### config.mk
export PLATFORM = sky130hd
export DESIGN_NAME = dpd_seq
export DESIGN_NICKNAME = d
export VERILOG_FILES = /design/src/rtl/dpd_pkg.sv /design/src/rtl/dpd_interval_timer.sv /design/src/rtl/dpd_cmd_gate.sv /design/src/rtl/dpd_fsm.sv /design/src/rtl/dpd_seq.sv
export SDC_FILE = /design/constraint.sdc
export NUM_CORES = 1
export LEC_CHECK = 0
export BUFFER_PORTS_ARGS = -buffer_cell sky130_fd_sc_hd__buf_2
export CAP_MARGIN = 20
export CORE_MARGIN = 2
export CORE_UTILIZATION = 30
export CTS_CLUSTER_DIAMETER = 50
export DETAILED_ROUTE_END_ITERATION = 8
export GPL_TIMING_DRIVEN = 0
export HOLD_SLACK_MARGIN = 0.08
export PLACE_DENSITY_LB_ADDON = 0.08
export SLEW_MARGIN = 10
export SYNTH_ARGS = -nofsm -noshare
export SYNTH_HDL_FRONTEND = slang
export SYNTH_SLANG_ARGS = --single-unit
### constraint.sdc
create_clock -name clk_i -period 4.8 [get_ports clk_i]
set_input_delay 0.96 -clock clk_i [delete_from_list [all_inputs] [get_ports clk_i]]
set_output_delay 0.96 -clock clk_i [all_outputs]
set_load 0.005 [all_outputs]
### src/rtl/dpd_pkg.sv
package dpd_pkg;

  typedef enum logic [2:0] {
    ST_IDLE,
    ST_ARM_WR,
    ST_ARMED,
    ST_CS_SETUP,
    ST_ZZ_MIN,
    ST_IN_DPD,
    ST_RECOVER,
    ST_READY
  } dpd_state_e;

  // ceil(ns * hz / 1e9), never below one cycle
  function automatic int ns_to_cycles(input int ns, input int hz);
    longint prod;
    longint cyc;
    prod = longint'(ns) * longint'(hz);
    cyc  = (prod + 64'sd999_999_999) / 64'sd1_000_000_000;
    if (cyc < 1) cyc = 1;
    return int'(cyc);
  endfunction

  function automatic int max4(input int a, input int b, input int c, input int d);
    int m;
    m = a;
    if (b > m) m = b;
    if (c > m) m = c;
    if (d > m) m = d;
    return m;
  endfunction

endpackage

### src/rtl/dpd_interval_timer.sv
module dpd_interval_timer #(
  parameter int CNT_W = 8
) (
  input  logic             clk_i,
  input  logic             rst_ni,
  input  logic             load_i,
  input  logic [CNT_W-1:0] load_val_i,
  output logic             done_o
);

  logic [CNT_W-1:0] cnt_q;

  always_ff @(posedge clk_i or negedge rst_ni) begin
    if (!rst_ni)                 cnt_q <= '0;
    else if (load_i)             cnt_q <= load_val_i;
    else if (cnt_q != '0)        cnt_q <= cnt_q - 1'b1;
  end

  // state entered with count N lasts N cycles when left on done
  assign done_o = (cnt_q <= CNT_W'(1));

endmodule

### src/rtl/dpd_cmd_gate.sv
module dpd_cmd_gate (
  input  logic clk_i,
  input  logic rst_ni,
  input  logic block_i,
  input  logic mc_cs_n_i,
  output logic mem_cs_n_o
);

  assign mem_cs_n_o = block_i | mc_cs_n_i;

  a_r8_blocked_deselect: assert property (@(posedge clk_i) disable iff (!rst_ni)
    block_i |-> mem_cs_n_o);

endmodule

### src/rtl/dpd_fsm.sv
module dpd_fsm
  import dpd_pkg::*;
#(
  parameter int CNT_W   = 8,
  parameter int PRE_CYC = 1,
  parameter int SET_CYC = 1,
  parameter int ZZ_CYC  = 1,
  parameter int REC_CYC = 1
) (
  input  logic             clk_i,
  input  logic             rst_ni,
  input  logic             arm_req_i,
  input  logic             dpd_req_i,
  input  logic             cfg_wr_ack_i,
  input  logic             tmr_done_i,
  output logic             tmr_load_o,
  output logic [CNT_W-1:0] tmr_val_o,
  output logic             cfg_wr_req_o,
  output logic             zz_n_o,
  output logic             block_o,
  output logic             armed_o,
  output logic             dpd_ack_o,
  output logic             ready_o,
  output logic             err_o,
  output logic             lost_o
);

  dpd_state_e state_q, state_d;
  logic       armed_q, req_q, err_q, lost_q;

  always_comb begin
    state_d = state_q;
    unique case (state_q)
      ST_IDLE:     if (arm_req_i)               state_d = ST_ARM_WR;
      ST_ARM_WR:   if (cfg_wr_ack_i)            state_d = ST_ARMED;
      ST_ARMED:    if (dpd_req_i && tmr_done_i) state_d = ST_CS_SETUP;
      ST_CS_SETUP: if (tmr_done_i)              state_d = ST_ZZ_MIN;
      ST_ZZ_MIN:   if (tmr_done_i)              state_d = ST_IN_DPD;
      ST_IN_DPD:   if (!dpd_req_i)              state_d = ST_RECOVER;
      ST_RECOVER:  if (tmr_done_i)              state_d = ST_READY;
      ST_READY:                                 state_d = ST_IDLE;
      default:                                  state_d = ST_IDLE;
    endcase
  end

  assign tmr_load_o = (state_d != state_q);

  always_comb begin
    unique case (state_d)
      ST_ARMED:    tmr_val_o = CNT_W'(PRE_CYC);
      ST_CS_SETUP: tmr_val_o = CNT_W'(SET_CYC);
      ST_ZZ_MIN:   tmr_val_o = CNT_W'(ZZ_CYC);
      ST_RECOVER:  tmr_val_o = CNT_W'(REC_CYC);
      default:     tmr_val_o = CNT_W'(1);
    endcase
  end

  always_ff @(posedge clk_i or negedge rst_ni) begin
    if (!rst_ni) begin
      state_q <= ST_IDLE;
      armed_q <= 1'b0;
      req_q   <= 1'b0;
      err_q   <= 1'b0;
      lost_q  <= 1'b0;
    end else begin
      state_q <= state_d;
      req_q   <= dpd_req_i;
      err_q   <= (state_q == ST_IDLE) && dpd_req_i && !req_q;
      if (state_q == ST_ARM_WR && cfg_wr_ack_i)    armed_q <= 1'b1;
      else if (state_q == ST_READY)                armed_q <= 1'b0;
      if (state_q == ST_IN_DPD && !dpd_req_i)      lost_q  <= 1'b1;
      else if (state_q == ST_ARM_WR && cfg_wr_ack_i) lost_q <= 1'b0;
    end
  end

  assign cfg_wr_req_o = (state_q == ST_ARM_WR);
  assign zz_n_o       = !(state_q == ST_ZZ_MIN || state_q == ST_IN_DPD);
  assign block_o      = (state_q == ST_CS_SETUP) || (state_q == ST_ZZ_MIN) ||
                        (state_q == ST_IN_DPD)   || (state_q == ST_RECOVER);
  assign armed_o      = armed_q;
  assign dpd_ack_o    = (state_q == ST_IN_DPD);
  assign ready_o      = (state_q == ST_READY);
  assign err_o        = err_q;
  assign lost_o       = lost_q;

  a_r3_err_single: assert property (@(posedge clk_i) disable iff (!rst_ni)
    err_o |=> !err_o);
  a_r8_ready_single: assert property (@(posedge clk_i) disable iff (!rst_ni)
    ready_o |=> !ready_o);
  a_r2_arm_needs_ack: assert property (@(posedge clk_i) disable iff (!rst_ni)
    $rose(armed_o) |-> $past(cfg_wr_ack_i));

endmodule

### src/rtl/dpd_seq.sv
module dpd_seq #(
  parameter int          CLK_FREQ_HZ = 100_000_000,
  parameter int          T_SETUP_NS  = 5,
  parameter int          T_PRECH_NS  = 5,
  parameter int          T_ZZ_MIN_NS = 10_000,
  parameter int          T_RECOV_NS  = 150_000,
  parameter int          CFG_W       = 16,
  parameter int          DPD_BIT     = 4,
  parameter logic [15:0] CFG_BASE    = 16'h0000
) (
  input  logic             clk_i,
  input  logic             rst_ni,
  input  logic             arm_req_i,
  input  logic             dpd_req_i,
  output logic             dpd_ack_o,
  output logic             ready_o,
  output logic             err_o,
  output logic             armed_o,
  output logic             busy_o,
  output logic             contents_lost_o,
  output logic             cfg_wr_req_o,
  output logic [CFG_W-1:0] cfg_wr_data_o,
  input  logic             cfg_wr_ack_i,
  input  logic             mc_cs_n_i,
  output logic             mem_cs_n_o,
  output logic             mem_zz_n_o
);

  localparam int SET_CYC = dpd_pkg::ns_to_cycles(T_SETUP_NS,  CLK_FREQ_HZ);
  localparam int PRE_CYC = dpd_pkg::ns_to_cycles(T_PRECH_NS,  CLK_FREQ_HZ);
  localparam int ZZ_CYC  = dpd_pkg::ns_to_cycles(T_ZZ_MIN_NS, CLK_FREQ_HZ);
  localparam int REC_CYC = dpd_pkg::ns_to_cycles(T_RECOV_NS,  CLK_FREQ_HZ);
  localparam int MAX_CYC = dpd_pkg::max4(SET_CYC, PRE_CYC, ZZ_CYC, REC_CYC);
  localparam int CNT_W   = $clog2(MAX_CYC + 1);
  localparam logic [CFG_W-1:0] CFG_ARM = CFG_W'(CFG_BASE) | (CFG_W'(1) << DPD_BIT);

  logic             tmr_load, tmr_done, block;
  logic [CNT_W-1:0] tmr_val;

  dpd_fsm #(
    .CNT_W  (CNT_W),
    .PRE_CYC(PRE_CYC),
    .SET_CYC(SET_CYC),
    .ZZ_CYC (ZZ_CYC),
    .REC_CYC(REC_CYC)
  ) u_fsm (
    .clk_i       (clk_i),
    .rst_ni      (rst_ni),
    .arm_req_i   (arm_req_i),
    .dpd_req_i   (dpd_req_i),
    .cfg_wr_ack_i(cfg_wr_ack_i),
    .tmr_done_i  (tmr_done),
    .tmr_load_o  (tmr_load),
    .tmr_val_o   (tmr_val),
    .cfg_wr_req_o(cfg_wr_req_o),
    .zz_n_o      (mem_zz_n_o),
    .block_o     (block),
    .armed_o     (armed_o),
    .dpd_ack_o   (dpd_ack_o),
    .ready_o     (ready_o),
    .err_o       (err_o),
    .lost_o      (contents_lost_o)
  );

  dpd_interval_timer #(.CNT_W(CNT_W)) u_timer (
    .clk_i     (clk_i),
    .rst_ni    (rst_ni),
    .load_i    (tmr_load),
    .load_val_i(tmr_val),
    .done_o    (tmr_done)
  );

  dpd_cmd_gate u_gate (
    .clk_i     (clk_i),
    .rst_ni    (rst_ni),
    .block_i   (block),
    .mc_cs_n_i (mc_cs_n_i),
    .mem_cs_n_o(mem_cs_n_o)
  );

  assign busy_o        = block;
  assign cfg_wr_data_o = CFG_ARM;

  // interval checkers: saturating run-length counters on the sleep pin
  logic [CNT_W-1:0] low_run_q, high_run_q;

  always_ff @(posedge clk_i or negedge rst_ni) begin
    if (!rst_ni) begin
      low_run_q  <= '0;
      high_run_q <= '0;
    end else begin
      if (!mem_zz_n_o) low_run_q <= (low_run_q < CNT_W'(ZZ_CYC)) ? low_run_q + 1'b1 : low_run_q;
      else             low_run_q <= '0;
      if (mem_zz_n_o)  high_run_q <= (high_run_q < CNT_W'(REC_CYC)) ? high_run_q + 1'b1 : high_run_q;
      else             high_run_q <= '0;
    end
  end

  a_r6_cs_high_in_sleep: assert property (@(posedge clk_i) disable iff (!rst_ni)
    !mem_zz_n_o |-> mem_cs_n_o);
  a_r5_cs_before_fall: assert property (@(posedge clk_i) disable iff (!rst_ni)
    $fell(mem_zz_n_o) |-> $past(mem_cs_n_o));
  a_r6_min_low: assert property (@(posedge clk_i) disable iff (!rst_ni)
    $rose(mem_zz_n_o) |-> (low_run_q >= CNT_W'(ZZ_CYC)));
  a_r8_recovery_len: assert property (@(posedge clk_i) disable iff (!rst_ni)
    ready_o |-> (high_run_q >= CNT_W'(REC_CYC)));
  a_r8_busy_blocks: assert property (@(posedge clk_i) disable iff (!rst_ni)
    busy_o |-> mem_cs_n_o);
  a_r2_cfg_pin_high: assert property (@(posedge clk_i) disable iff (!rst_ni)
    cfg_wr_req_o |-> mem_zz_n_o);
  a_r3_err_unarmed: assert property (@(posedge clk_i) disable iff (!rst_ni)
    err_o |-> (mem_zz_n_o && !armed_o));
  a_r9_lost_on_exit: assert property (@(posedge clk_i) disable iff (!rst_ni)
    $rose(mem_zz_n_o) |-> contents_lost_o);
  a_r7_ack_exclusive: assert property (@(posedge clk_i) disable iff (!rst_ni)
    $onehot0({dpd_ack_o, ready_o, err_o, cfg_wr_req_o}));

endmodule

==> out/metrics.yaml <==
cell_chain_of_the_critical_path: "clkbuf_1 > nand2_1 > xnor2_1 > or2_2 > buf_2"
timing.final.hold_violations: 0
cts.path.max_buffers: 2
timing.critical_path.to: "mem_cs_n_o"
number_of_max_slew_violations_in_the_final_report: 0
synth-edff-count: 0
synth.distinct_cells: 46
mappedNetlistArea_sq_mm: 0.00145
drt-pass1-iter-count: 4
summed_negative_setup_slack_over_all_endpoints_ns: 0
crit_path_start: "u_fsm.state_q[0]$_DFF_PN0_"
synthArstFlopShare: 1.00
hpwl_mm: 2.49
totalPowerFinal_mw: 0.935
areaGrowthSynthToFinish_pct: 16.3
post_synth_and_or_nand_nor_area_fraction: 0.262
antenna_cells_inserted: 0
drt_iter0_markers: 40
worst_clock_skew_ns: 0.00348
power_density_mw_per_mm2: 553
h-tree-depth: 1
layout_min_cycle_time_ns: 2.73
ios: 31
cts_resized: 0
synth_top_family_by_area: "simple AND/OR/NAND/NOR gates"
post_synth_fa_ha_maj_area_fraction: 0.0172
cts-hold-fix-buffers: 0
share_of_cells_above_drive_strength_1: 0.231
final_cycle_utilization_of_the_critical_path: 0.570
final-seq-area_sq_um: 526
globalplace.congestion: 0.827
tritoncts: "built"
row_count: 25
core-area_sq_mm: 0.00469
grt_setup_unrepaired: "false"
synth_seq_cells: 21
timing.critical_path.slowest_stage_cell: "dfrtp_1"
yosysSeqAreaShare: 0.361
r2r_start: "u_timer.cnt_q[0]$_DFFE_PN0P_"
fp.dieArea_sq_mm: 0.00542
max_slew_margin_vs_limit: 0.472
largest_net_degree_at_the_start_of_global_routing: 22
detailroute.via_count: 1207
p_leak_nw: 0.788
detail-route-antenna-nets: 0
number_of_endpoints_failing_setup_at_the_final_stage: 0
timing.fmax_ghz: 0.366
first_global_vias: 1183
drt-total-wl_mm: 3.25
ff2ff_path_depth: 7
drc: 0
maximum_capacitance_violations: 0
cts_sinks: 21
synth-main-ff-cell: "dfrtp_1"
arrival_ns: 1.77
io_buffers: 14
tightestPinTransition_ns: 0.786
nFillCells: 508
worst_hold_startpoint: "u_fsm.req_q$_DFF_PN0_"
global_route.overflow_total: 0
place.detailed.instances: 249
wire_length_of_the_first_global_routing_pass_mm: 5.53
setup.worst_path.end_class: "primary output"
category_of_the_worst_setup_path_launch_point: "flip-flop"
critPathMaxStageDelay_ns: 0.44
ir_worst_vdd_uv: 155
timing.setup.critical_path_class: "flip-flop to primary output"
utilization: 0.360
cts_root_buf: "clkbuf_8"
synthesis.instances: 167
holdCritPathClass: "flip-flop to flip-flop"
biggest_fanout_along_the_worst_timing_path: 10
die_width_um: 73.6
cts_made_buffers: 3
muxShareOfSynthArea: 0.00775
ys.warnings.count: 0
setup.reg_to_reg.worst_slack_ns: 2.38
detail_route.vias_per_cell: 4.77
synth_compound_gate_area_share: 0.163
multiInputGateArea_sq_um: 827
clk-insertion-delay-late_ns: 0.26
avgRoutedWirePerCell_um: 12.8
worst_r2r_endpoint: "u_timer.cnt_q[4]$_DFFE_PN0P_"
initial_core_util: 0.310
grt_overall_usage: 0.133
initial_antenna_violation_count: 0
die_h_um: 73.6
finish.net_count: 208
postCtsSetupBuffers: 0
outcome: "completed"
critical_path_required_ns: 3.84
clk_pin_slew_ns: 0.08
synth_xor_xnor_area_share: 0.0783
finalNonFillerCells: 253
syn-mean-instance-area_sq_um: 8.71
[synth_stat cells (2+ instances only)]
| cell type | number | share of area |
|---|---|---|
| nor3b_1 | 2 | 0.010 |
| nand4_1 | 2 | 0.0086 |
| clkbuf_1 | 3 | 0.0077 |
| a21boi_0 | 2 | 0.010 |
| o21ai_0 | 10 | 0.034 |
| and2_1 | 5 | 0.022 |
| buf_4 | 16 | 0.083 |
| nand2_1 | 20 | 0.052 |
| nand2b_1 | 5 | 0.022 |
| nor2_1 | 10 | 0.026 |
| conb_1 | 2 | 0.0052 |
| dfrtp_1 | 21 | 0.36 |
| or2_2 | 2 | 0.0086 |
| ha_1 | 2 | 0.017 |
| a21oi_1 | 8 | 0.028 |
| a211oi_1 | 2 | 0.010 |
| nor4_1 | 2 | 0.0086 |
| inv_1 | 6 | 0.015 |
| xor2_1 | 3 | 0.018 |
| nand3_1 | 4 | 0.014 |
| nor3_1 | 5 | 0.017 |
| nand3b_1 | 2 | 0.010 |
| xnor2_1 | 10 | 0.060 |
[worst max-delay path: cells and delay by family, from the launching register on]
| family | cells | cell delay [ns] |
|---|---|---|
| xor gates and xnor gates | 1 | 0.16 |
| buffers and inverters | 2 | 0.47 |
| DFF | 1 | 0.44 |
| and+or+nand+nor | 2 | 0.45 |
[worst min-delay path by stage]
stage / to / slack [ns] / depth (start not counted)
after floorplan: u_fsm.err_o$_DFF_PN0_ / 0.38 / 1
after global placement: u_fsm.err_o$_DFF_PN0_ / 0.40 / 1
after detailed placement: u_fsm.err_o$_DFF_PN0_ / 0.39 / 1
after CTS: u_fsm.err_o$_DFF_PN0_ / 0.42 / 1
after global routing: u_fsm.err_o$_DFF_PN0_ / 0.43 / 1
final: u_fsm.err_o$_DFF_PN0_ / 0.42 / 1
[kinds of logic after synthesis]
| family | after synthesis |
|---|---|
| flip-flops | 21 |
| AND/OR/NAND/NOR | 69 |
| XOR/XNOR | 13 |
| other | 2 |
| adder cells (fa/ha/maj) | 2 |
| multiplexers | 1 |
| buffers and inverters | 25 |
| AO/OA/AOI/OAI | 34 |
[metrics by stage]
step	hold WS (ns)	worst slack, ns	cell area [sq um]
after floorplan	0.383	2.60	1510
after global placement	0.396	2.35	1640
after detailed placement	0.395	2.26	1640
after CTS	0.419	2.06	1690
after global routing	0.435	1.91	1690
final	0.416	2.07	1690
[report_power, final]
part	internal (mW)	total [mW]	switching (mW)
logic	0.221	0.489	0.268
registers	0.244	0.325	0.0812
clock network	0.0580	0.121	0.0632
[cell type report]
cell class / instances / share of cell area
multi-input combinational: 135 / 0.489
sequential: 21 / 0.311
buffer: 19 / 0.0777
timing repair buffer: 14 / 0.0415
tap: 54 / 0.0400
clock buffer: 3 / 0.0244
inverter: 6 / 0.0133
clock inverter: 1 / 0.00296
[state kept, by name, indices dropped and copies added (netlist names)]
signal	cells
u_fsm.req_q	1
u_timer.cnt_q	14
u_fsm.state_q	3
u_fsm.err_o	1
u_fsm.lost_o	1
u_fsm.armed_o	1
[layout by cell type, fill, tap and decap left out, drive strengths merged]
cell type / instances
buf: 30
dfrtp: 21
nand2: 21
conb: 16
o21ai: 11
nor2: 10
xnor2: 10
a21oi: 8
inv: 6
and2: 6
clkbuf: 6
nand2b: 5
nor3: 5
nand3: 4
nor4: 4
xor2: 3
or2: 3
nand4: 3
nand3b: 2
a21boi: 2
nor3b: 2
a211oi: 2
ha: 2
o211a: 2
and3: 1
nor2b: 1
or3: 1
o21bai: 1
o211ai: 1
o221a: 1
mux2: 1
a21o: 1
a32oi: 1
a2111oi: 1
a211o: 1
or4: 1
a22o: 1
a311oi: 1
clkinv: 1
[routing by layer]
metal,share of wire,wire length [um],GRT usage
met1,0.49,1580,0.179
met2,0.45,1470,0.212
met3,0.046,149,0.0206
met4,0.016,51,0.0545
met5,0,0,0
No activity file was read; power rests on OpenSTA's default activity.
